**config.mk**
```make
export PLATFORM = sky130hd
export DESIGN_NAME = line_cmd_ctrl
export DESIGN_NICKNAME = d
export VERILOG_FILES = /design/src/rtl/lcc_pkg.sv /design/src/rtl/lcc_bus_decode.sv /design/src/rtl/lcc_cfg_regs.sv /design/src/rtl/lcc_mode_fsm.sv /design/src/rtl/lcc_wr_addr.sv /design/src/rtl/line_cmd_ctrl.sv
export SDC_FILE = /design/constraint.sdc
export NUM_CORES = 1
export LEC_CHECK = 0
export ABC_CLOCK_PERIOD_IN_PS = 2000
export BUFFER_PORTS_ARGS = -buffer_cell sky130_fd_sc_hd__buf_4
export CORE_ASPECT_RATIO = 1.75
export CORE_UTILIZATION = 49
export CTS_CLUSTER_SIZE = 20
export DETAILED_ROUTE_END_ITERATION = 8
export PLACE_DENSITY = 0.74
export REMOVE_ABC_BUFFERS = 1
export SLEW_MARGIN = 25
export SYNTH_ARGS = -nofsm -noshare
export SYNTH_HDL_FRONTEND = slang
export SYNTH_SLANG_ARGS = --single-unit
```
**constraint.sdc**
```tcl
create_clock -name clk -period 2 [get_ports clk]
set_input_delay 0.4 -clock clk [delete_from_list [all_inputs] [get_ports clk]]
set_output_delay 0.4 -clock clk [all_outputs]
set_load 0.03 [all_outputs]
```
**src/rtl/lcc_pkg.sv**
```systemverilog
package lcc_pkg;

  typedef enum logic [1:0] {
    M_STATIC = 2'd0,
    M_WRITE  = 2'd1,
    M_SEND   = 2'd2,
    M_DONE   = 2'd3
  } mode_t;

  localparam logic [3:0] OP_INIT   = 4'b1000;
  localparam logic [3:0] OP_DMACNT = 4'b0111;
  localparam logic [3:0] OP_PRELEN = 4'b0110;
  localparam logic [3:0] OP_FMT    = 4'b0100;
  localparam logic [3:0] OP_MODE   = 4'b0000;
  localparam logic [3:0] OP_FILL   = 4'b0011;
  localparam logic [3:0] OP_REPEAT = 4'b0010;
  localparam logic [3:0] OP_STOP   = 4'b1111;

  typedef struct packed {
    logic       clk_sel;
    logic [2:0] div;
    logic       tog;
    logic       wide;
    logic       dma;
    logic       pre_en;
    logic       pol;
  } init_t;

endpackage

```
**src/rtl/lcc_bus_decode.sv**
```systemverilog
module lcc_bus_decode #(
  parameter int DATA_W = 16
) (
  input  logic              clk,
  input  logic              rst_n,
  input  logic              wr_n,
  input  logic              cs_n,
  input  logic              cd,
  input  logic              dack_n,
  input  logic [DATA_W-1:0] din,
  output logic              cmd_stb,
  output logic              dat_stb,
  output logic [DATA_W-1:0] word
);

  logic wr_q;
  logic rise;

  always_ff @(posedge clk or negedge rst_n) begin
    if (!rst_n) wr_q <= 1'b1;
    else        wr_q <= wr_n;
  end

  always_comb begin
    rise    = wr_n & ~wr_q;
    cmd_stb = rise & ~cs_n & cd & dack_n;
    dat_stb = rise & (~dack_n | (~cs_n & ~cd));
    word    = din;
  end

endmodule

```
**src/rtl/lcc_cfg_regs.sv**
```systemverilog
module lcc_cfg_regs
  import lcc_pkg::*;
#(
  parameter int DATA_W = 16,
  parameter int LEN_W  = 12,
  parameter int DCNT_W = 9
) (
  input  logic              clk,
  input  logic              rst_n,
  input  logic              cfg_we,
  input  logic [DATA_W-1:0] word,
  output init_t             init_q,
  output logic [1:0]        fmt_q,
  output logic [LEN_W-1:0]  pre_len_q,
  output logic [DCNT_W-1:0] dma_words_q
);

  init_t             init_n;
  logic [1:0]        fmt_n;
  logic [LEN_W-1:0]  pre_len_n;
  logic [DCNT_W-1:0] dma_words_n;
  logic [3:0]        op;

  always_comb begin
    op          = word[DATA_W-1 -: 4];
    init_n      = init_q;
    fmt_n       = fmt_q;
    pre_len_n   = pre_len_q;
    dma_words_n = dma_words_q;
    if (cfg_we) begin
      unique case (op)
        OP_INIT: begin
          init_n.clk_sel = word[11];
          init_n.div     = word[10:8];
          init_n.tog     = word[4];
          init_n.wide    = word[3];
          init_n.dma     = word[2];
          init_n.pre_en  = word[1];
          init_n.pol     = word[0];
        end
        OP_DMACNT: dma_words_n = word[DCNT_W-1:0];
        OP_PRELEN: pre_len_n   = word[LEN_W-1:0];
        OP_FMT:    fmt_n       = word[1:0];
        default: ;
      endcase
    end
  end

  always_ff @(posedge clk or negedge rst_n) begin
    if (!rst_n) begin
      init_q      <= '0;
      fmt_q       <= '0;
      pre_len_q   <= '0;
      dma_words_q <= '0;
    end else if (cfg_we) begin
      init_q      <= init_n;
      fmt_q       <= fmt_n;
      pre_len_q   <= pre_len_n;
      dma_words_q <= dma_words_n;
    end
  end

endmodule

```
**src/rtl/lcc_mode_fsm.sv**
```systemverilog
module lcc_mode_fsm
  import lcc_pkg::*;
#(
  parameter int DATA_W = 16
) (
  input  logic              clk,
  input  logic              rst_n,
  input  logic              cmd_stb,
  input  logic [DATA_W-1:0] word,
  input  logic              send_done,
  output mode_t             mode_q,
  output logic              busy_n_q,
  output logic              intr_n_q,
  output logic              start_q,
  output logic              fill_q,
  output logic              cfg_we,
  output logic              go_write,
  output logic              fill_go,
  output logic              stop_go
);

  mode_t      mode_n;
  logic       busy_n_n, intr_n_n, start_n, fill_n;
  logic       go_send, rep_go, accepted;
  logic [3:0] op;

  always_comb begin
    op       = word[DATA_W-1 -: 4];
    stop_go  = cmd_stb && (op == OP_STOP);
    go_write = cmd_stb && (op == OP_MODE) && (word[2:0] == 3'b000) &&
               ((mode_q == M_STATIC) || (mode_q == M_DONE));
    go_send  = cmd_stb && (op == OP_MODE) && (word[2:0] == 3'b001) &&
               ((mode_q == M_WRITE) || (mode_q == M_DONE));
    rep_go   = cmd_stb && (op == OP_REPEAT) && (mode_q == M_DONE);
    fill_go  = cmd_stb && (op == OP_FILL) && (mode_q == M_WRITE);
    cfg_we   = cmd_stb && (mode_q == M_STATIC) &&
               ((op == OP_INIT) || (op == OP_DMACNT) ||
                (op == OP_PRELEN) || (op == OP_FMT));
    accepted = stop_go | go_write | go_send | rep_go | fill_go | cfg_we;

    mode_n   = mode_q;
    busy_n_n = busy_n_q;
    intr_n_n = intr_n_q;
    fill_n   = fill_q;
    start_n  = 1'b0;
    if (accepted) intr_n_n = 1'b1;
    if (stop_go) begin
      mode_n   = M_STATIC;
      busy_n_n = 1'b1;
      fill_n   = 1'b0;
    end else if (go_write) begin
      mode_n = M_WRITE;
      fill_n = 1'b0;
    end else if (go_send || rep_go) begin
      mode_n   = M_SEND;
      busy_n_n = 1'b0;
      start_n  = 1'b1;
    end else if (fill_go) begin
      fill_n = 1'b1;
    end else if ((mode_q == M_SEND) && send_done) begin
      mode_n   = M_DONE;
      busy_n_n = 1'b1;
      intr_n_n = 1'b0;
    end
  end

  always_ff @(posedge clk or negedge rst_n) begin
    if (!rst_n) begin
      mode_q   <= M_STATIC;
      busy_n_q <= 1'b1;
      intr_n_q <= 1'b1;
      start_q  <= 1'b0;
      fill_q   <= 1'b0;
    end else begin
      mode_q   <= mode_n;
      busy_n_q <= busy_n_n;
      intr_n_q <= intr_n_n;
      start_q  <= start_n;
      fill_q   <= fill_n;
    end
  end

endmodule

```
**src/rtl/lcc_wr_addr.sv**
```systemverilog
module lcc_wr_addr
  import lcc_pkg::*;
#(
  parameter int DATA_W = 16,
  parameter int DEPTH  = 320,
  parameter int DCNT_W = 9,
  localparam int ADDR_W = $clog2(DEPTH),
  localparam int CNT_W  = $clog2(DEPTH + 1),
  localparam int CMP_W  = ((CNT_W > DCNT_W) ? CNT_W : DCNT_W) + 1
) (
  input  logic              clk,
  input  logic              rst_n,
  input  mode_t             mode_q,
  input  logic              dat_stb,
  input  logic              go_write,
  input  logic              fill_go,
  input  logic              stop_go,
  input  logic              dma_mode,
  input  logic [DCNT_W-1:0] dma_words,
  input  logic [DATA_W-1:0] word,
  output logic              mem_we_q,
  output logic [ADDR_W-1:0] mem_addr_q,
  output logic [DATA_W-1:0] mem_wdata_q,
  output logic [CNT_W-1:0]  cnt_q,
  output logic              dreq_n_q
);

  localparam logic [ADDR_W-1:0] LAST_ADDR = ADDR_W'(DEPTH - 1);
  localparam logic [CNT_W-1:0]  FULL_CNT  = CNT_W'(DEPTH);

  logic [ADDR_W-1:0] ptr_q, ptr_n;
  logic [CNT_W-1:0]  cnt_n;
  logic              dreq_n_n;
  logic              store;
  logic [CMP_W-1:0]  dma_target;
  logic [CMP_W-1:0]  fill_words;

  always_comb begin
    store      = dat_stb && (mode_q == M_WRITE);
    dma_target = CMP_W'(dma_words) + CMP_W'(1);
    fill_words = CMP_W'(word[DCNT_W-1:0]) + CMP_W'(1);
    ptr_n      = ptr_q;
    cnt_n      = cnt_q;
    dreq_n_n   = dreq_n_q;
    if (stop_go) begin
      ptr_n    = '0;
      cnt_n    = '0;
      dreq_n_n = 1'b1;
    end else if (go_write) begin
      ptr_n    = '0;
      cnt_n    = '0;
      dreq_n_n = ~(dma_mode & ~word[3]);
    end else if (fill_go) begin
      cnt_n    = (fill_words > CMP_W'(DEPTH)) ? FULL_CNT : CNT_W'(fill_words);
      dreq_n_n = 1'b1;
    end else if (store) begin
      if (ptr_q != LAST_ADDR) ptr_n = ptr_q + 1'b1;
      if (cnt_q != FULL_CNT)  cnt_n = cnt_q + 1'b1;
      if (CMP_W'(cnt_n) == dma_target) dreq_n_n = 1'b1;
    end
  end

  always_ff @(posedge clk or negedge rst_n) begin
    if (!rst_n) begin
      ptr_q    <= '0;
      cnt_q    <= '0;
      dreq_n_q <= 1'b1;
      mem_we_q <= 1'b0;
    end else begin
      ptr_q    <= ptr_n;
      cnt_q    <= cnt_n;
      dreq_n_q <= dreq_n_n;
      mem_we_q <= store;
    end
  end

  always_ff @(posedge clk or negedge rst_n) begin
    if (!rst_n) begin
      mem_addr_q  <= '0;
      mem_wdata_q <= '0;
    end else if (store) begin
      mem_addr_q  <= ptr_q;
      mem_wdata_q <= word;
    end
  end

endmodule

```
**src/rtl/line_cmd_ctrl.sv**
```systemverilog
module line_cmd_ctrl
  import lcc_pkg::*;
#(
  parameter int DATA_W = 16,
  parameter int DEPTH  = 320,
  parameter int LEN_W  = 12,
  parameter int DCNT_W = 9,
  localparam int ADDR_W = $clog2(DEPTH),
  localparam int CNT_W  = $clog2(DEPTH + 1)
) (
  input  logic              clk,
  input  logic              rst_n,
  input  logic              wr_n,
  input  logic              cs_n,
  input  logic              cd,
  input  logic              dack_n,
  input  logic [DATA_W-1:0] din,
  input  logic              send_done,
  output logic              mem_we,
  output logic [ADDR_W-1:0] mem_addr,
  output logic [DATA_W-1:0] mem_wdata,
  output logic [1:0]        mode,
  output logic              busy_n,
  output logic              intr_n,
  output logic              dreq_n,
  output logic              send_start,
  output logic [CNT_W-1:0]  send_words,
  output logic              send_fill,
  output logic              clk_sel,
  output logic [2:0]        div_code,
  output logic              tog_ext,
  output logic              wide_ext,
  output logic              dma_mode,
  output logic              pre_en,
  output logic              fill_pol,
  output logic              fmt_lifo,
  output logic              fmt_lsb,
  output logic [LEN_W-1:0]  pre_len,
  output logic [DCNT_W-1:0] dma_words
);

  logic              cmd_stb, dat_stb;
  logic [DATA_W-1:0] word;
  logic              cfg_we, go_write, fill_go, stop_go;
  mode_t             mode_q;
  init_t             init_q;
  logic [1:0]        fmt_q;

  lcc_bus_decode #(.DATA_W(DATA_W)) u_dec (
    .clk(clk), .rst_n(rst_n), .wr_n(wr_n), .cs_n(cs_n), .cd(cd),
    .dack_n(dack_n), .din(din), .cmd_stb(cmd_stb), .dat_stb(dat_stb),
    .word(word)
  );

  lcc_mode_fsm #(.DATA_W(DATA_W)) u_fsm (
    .clk(clk), .rst_n(rst_n), .cmd_stb(cmd_stb), .word(word),
    .send_done(send_done), .mode_q(mode_q), .busy_n_q(busy_n),
    .intr_n_q(intr_n), .start_q(send_start), .fill_q(send_fill),
    .cfg_we(cfg_we), .go_write(go_write), .fill_go(fill_go),
    .stop_go(stop_go)
  );

  lcc_cfg_regs #(.DATA_W(DATA_W), .LEN_W(LEN_W), .DCNT_W(DCNT_W)) u_cfg (
    .clk(clk), .rst_n(rst_n), .cfg_we(cfg_we), .word(word),
    .init_q(init_q), .fmt_q(fmt_q), .pre_len_q(pre_len),
    .dma_words_q(dma_words)
  );

  lcc_wr_addr #(.DATA_W(DATA_W), .DEPTH(DEPTH), .DCNT_W(DCNT_W)) u_wa (
    .clk(clk), .rst_n(rst_n), .mode_q(mode_q), .dat_stb(dat_stb),
    .go_write(go_write), .fill_go(fill_go), .stop_go(stop_go),
    .dma_mode(init_q.dma), .dma_words(dma_words), .word(word),
    .mem_we_q(mem_we), .mem_addr_q(mem_addr), .mem_wdata_q(mem_wdata),
    .cnt_q(send_words), .dreq_n_q(dreq_n)
  );

  always_comb begin
    mode     = mode_q;
    clk_sel  = init_q.clk_sel;
    div_code = init_q.div;
    tog_ext  = init_q.tog;
    wide_ext = init_q.wide & ~init_q.tog;
    dma_mode = init_q.dma;
    pre_en   = init_q.pre_en;
    fill_pol = init_q.pol;
    fmt_lifo = fmt_q[1];
    fmt_lsb  = fmt_q[0];
  end

endmodule

```
==> flow_summary.yaml <==
status:
  outcome: "finished, final reports clean"
route:
  firstDrtPassIters: 4
  via_count: 3799
  first_iter_violations: 145
  drc: 0
  viasPerCell: 5.328
  ant_nets: 0
  drt_wl_total_mm: 12.12
  wl_per_cell_um: 17.00
setup_path:
  crit_required_ps: 2250
  crit_buf_inv: 1
  crit_chain: "inv_2 > ha_4 > nor2_2 > and3_4 > nand2_1 > a21o_1 > and2_4 > or4_1"
  critPathArrivalTime_ps: 2220
  end_kind: "flip-flop"
  startpoint_type: "flip-flop"
  path_max_fanout: 3
  cpPeakStageDelay_ps: 470
  critPathKind: "reg2reg"
  reg2reg_from: "u_fsm.mode_q[0]$_DFFE_PN0P_"
  crit_family: "simple AND/OR/NAND/NOR gates"
  critPathLaunch: "u_fsm.mode_q[0]$_DFFE_PN0P_"
  cp_slowest_cell: "or4_1"
floorplanning:
  fp.coreArea_sq_mm: 0.008615
  pin_count: 97
  die-height_um: 126.2
  die_w_um: 72.99
  initial_utilization_pct: 50.17
  fp-row-count: 45
  die_area_sq_mm: 0.009214
place:
  portBuffers: 96
  post-place-cells: 692
  gp_congestion: 0.9216
  place_hpwl_mm: 9.161
  place_area_sq_mm: 0.005578
global_routing:
  grt_max_degree: 38
  grt_pass1_vias: 3810
  antenna_found_initial: 0
  track_usage_pct: 27.61
  grt_pass1_wl_mm: 18.70
  grt-ovfl-total: 0
clock_tree:
  numCtsBuffers: 9
  insertion_delay_ps: 340
  path_clk_slew_ps: 60
  cts_tree: "built"
  cts_buffer_depth: 2
  cts_root_buffer: "clkbuf_16"
  clock-sinks: 84
  htreeDepth: 3
pwr:
  clockPowerShare_pct: 29.1
  irDropWorstVdd_v: 0.0007061
  leakagePower_nw: 3.131
  p_int_mw: 3.569
  power.switching_mw: 1.864
  p_comb_share_pct: 32.1
  pwr_density_cell_mw_per_mm2: 914.1
  pwr-share-seq_pct: 38.8
  switching_share_pct: 34.32
timing:
  fmax_mhz: 509.2
  rsz0062_at_grt: "yes"
  tightest_slew_ps: 488.3
  max_slew_margin_pct: 67.44
  finClkSkew_ps: 4.314
  min_period_ps: 1964
  whs_ps: 22.49
  finalSetupViolations: 0
  post-route-period-util_pct: 98.19
  report.final.slew_viol_count: 0
  hold_viol_final: 0
layout:
  stdcell_count: 713
  drive_above_1_share_pct: 38.26
  finalNetCount: 626
  finalInstanceArea_sq_mm: 0.005943
  syn_to_final_growth_pct: 37.52
  fin_util_pct: 68.99
  insertedDiodeCount: 0
min_path:
  min_path_type: "in2async"
logic_synthesis:
  synth_area_leaders: "dfrtp_1 (46%), nand2_1 (8.4%), mux2_2 (7.6%)"
  syn-instance-count: 438
  syn_area_sq_mm: 0.004322
  ys_types: 48
  synth_area_per_cell_sq_um: 9.867
  async_reset_ff_share_pct: 100.0
  synth.most_common_cell: "nand2_1"
  synth_top_area_share_pct: 46.32
  synth_common_cells: "nand2_1 (97), dfrtp_1 (80), mux2_2 (29)"
  ys_seq_area_share_pct: 48.76
  synth_ff_type: "dfrtp_1"
  synth_area_leader_cell: "dfrtp_1"
  synth_edf_count: 0
  synth-seq-cells: 84
  yosysWarningCount: 0
job:
  maxCapViolCount: 0
## power by group through the flow
stage / logic [mW] / clock network, mW / registers (mW)
global route: 1.86 / 1.69 / 2.13
finish: 1.75 / 1.58 / 2.11
CTS: 1.69 / 1.60 / 2.10
floorplan: 0.461 / 0 / 2.54
detailed placement: 1.67 / 0 / 2.13
global placement: 1.63 / 0 / 2.11
## flip-flops by register name, summed over array words and instances, names as in the netlist
signal,cells
u_wa.mem_addr_q,9
u_cfg.fmt_q,2
u_fsm.start_q,1
u_wa.mem_wdata_q,16
u_wa.mem_we_q,1
u_fsm.mode_q,2
u_fsm.intr_n_q,1
u_cfg.dma_words_q,9
u_cfg.pre_len_q,12
u_fsm.fill_q,1
u_wa.cnt_q,9
u_wa.dreq_n_q,1
u_dec.wr_q,1
u_cfg.init_q,9
u_wa.ptr_q,9
u_fsm.busy_n_q,1
## timing repair
| action | CTS | global route |
|---|---|---|
| setup buffers | 1 | 4 |
| setup endpoints to repair | 2 | 5 |
| pin swaps | 4 | 5 |
| hold buffers | 0 | 0 |
| resized for setup | 2 | 9 |
## cell families after synthesis
| family | share of synthesized area [%] |
|---|---|
| xor+xnor | 7.904 |
| simple gates | 19.63 |
| compound gates | 8.657 |
| buf+inv | 3.561 |
| mux | 8.020 |
| flops | 48.76 |
| fa+ha+maj | 3.474 |
## stage by stage
stage / setup slack, ps / total power [mW] / setup TNS (ps)
6_report: 36.27 / 5.433 / 0
5_1_grt: -21.06 / 5.679 / -46.92
4_1_cts: 0.8402 / 5.403 / 0
3_5_place_dp: -145.3 / 3.798 / -2374
3_3_place_gp: -107.2 / 3.745 / -1313
2_1_floorplan: -1253 / 3.006 / -17890
## final cells by class
class / count / area, sq um
multi-input combinational: 319 / 2100
fill: 679 / 2671
timing repair buffer: 163 / 1249
clock buffer: 11 / 252.7
clock inverter: 5 / 36.28
tap: 117 / 146.4
sequential: 84 / 2107
inverter: 14 / 52.55
## final timing paths
kind / slack [ps] / depth (start not counted) / end
worst min-delay path: 20 / 1 / u_cfg.dma_words_q[5]$_DFFE_PN0P_
worst min register to register: 470 / 2 / u_wa.mem_wdata_q[11]$_DFFE_PN0P_
worst max-delay path: 40 / 8 / u_fsm.intr_n_q$_DFF_PN1_
worst max register to register: 40 / 8 / u_fsm.intr_n_q$_DFF_PN1_
min in group clk: 180 / 1 / u_dec.wr_q$_DFF_PN1_
max in group asynchronous: 1360 / 2 / u_dec.wr_q$_DFF_PN1_
## cell usage in the layout (no fill, tap or decap), types with 4 or more instances in the layout
master,instances
nand3_1,13
nand2_1,97
nor2_1,22
o21ai_0,15
xor2_1,24
nand4_1,9
a31oi_1,5
mux2_2,29
xnor2_1,15
inv_1,12
a21oi_1,14
dfstp_2,4
and3_1,8
o22ai_1,7
buf_4,161
nor2b_1,4
clkbuf_16,9
ha_1,11
dfrtp_1,80
## layer usage
| metal | vias to the layer above | share of wire [%] | track usage, % |
|---|---|---|---|
| met5 | - | 0 | 0 |
| met1 | 1851 | 35 | 28.27 |
| met3 | 33 | 3.9 | 6.160 |
| met2 | 109 | 56 | 49.18 |
| met4 | 0 | 4.6 | 16.84 |
| li1 | 1806 | - | - |
Power figures use the tool's default switching activity.
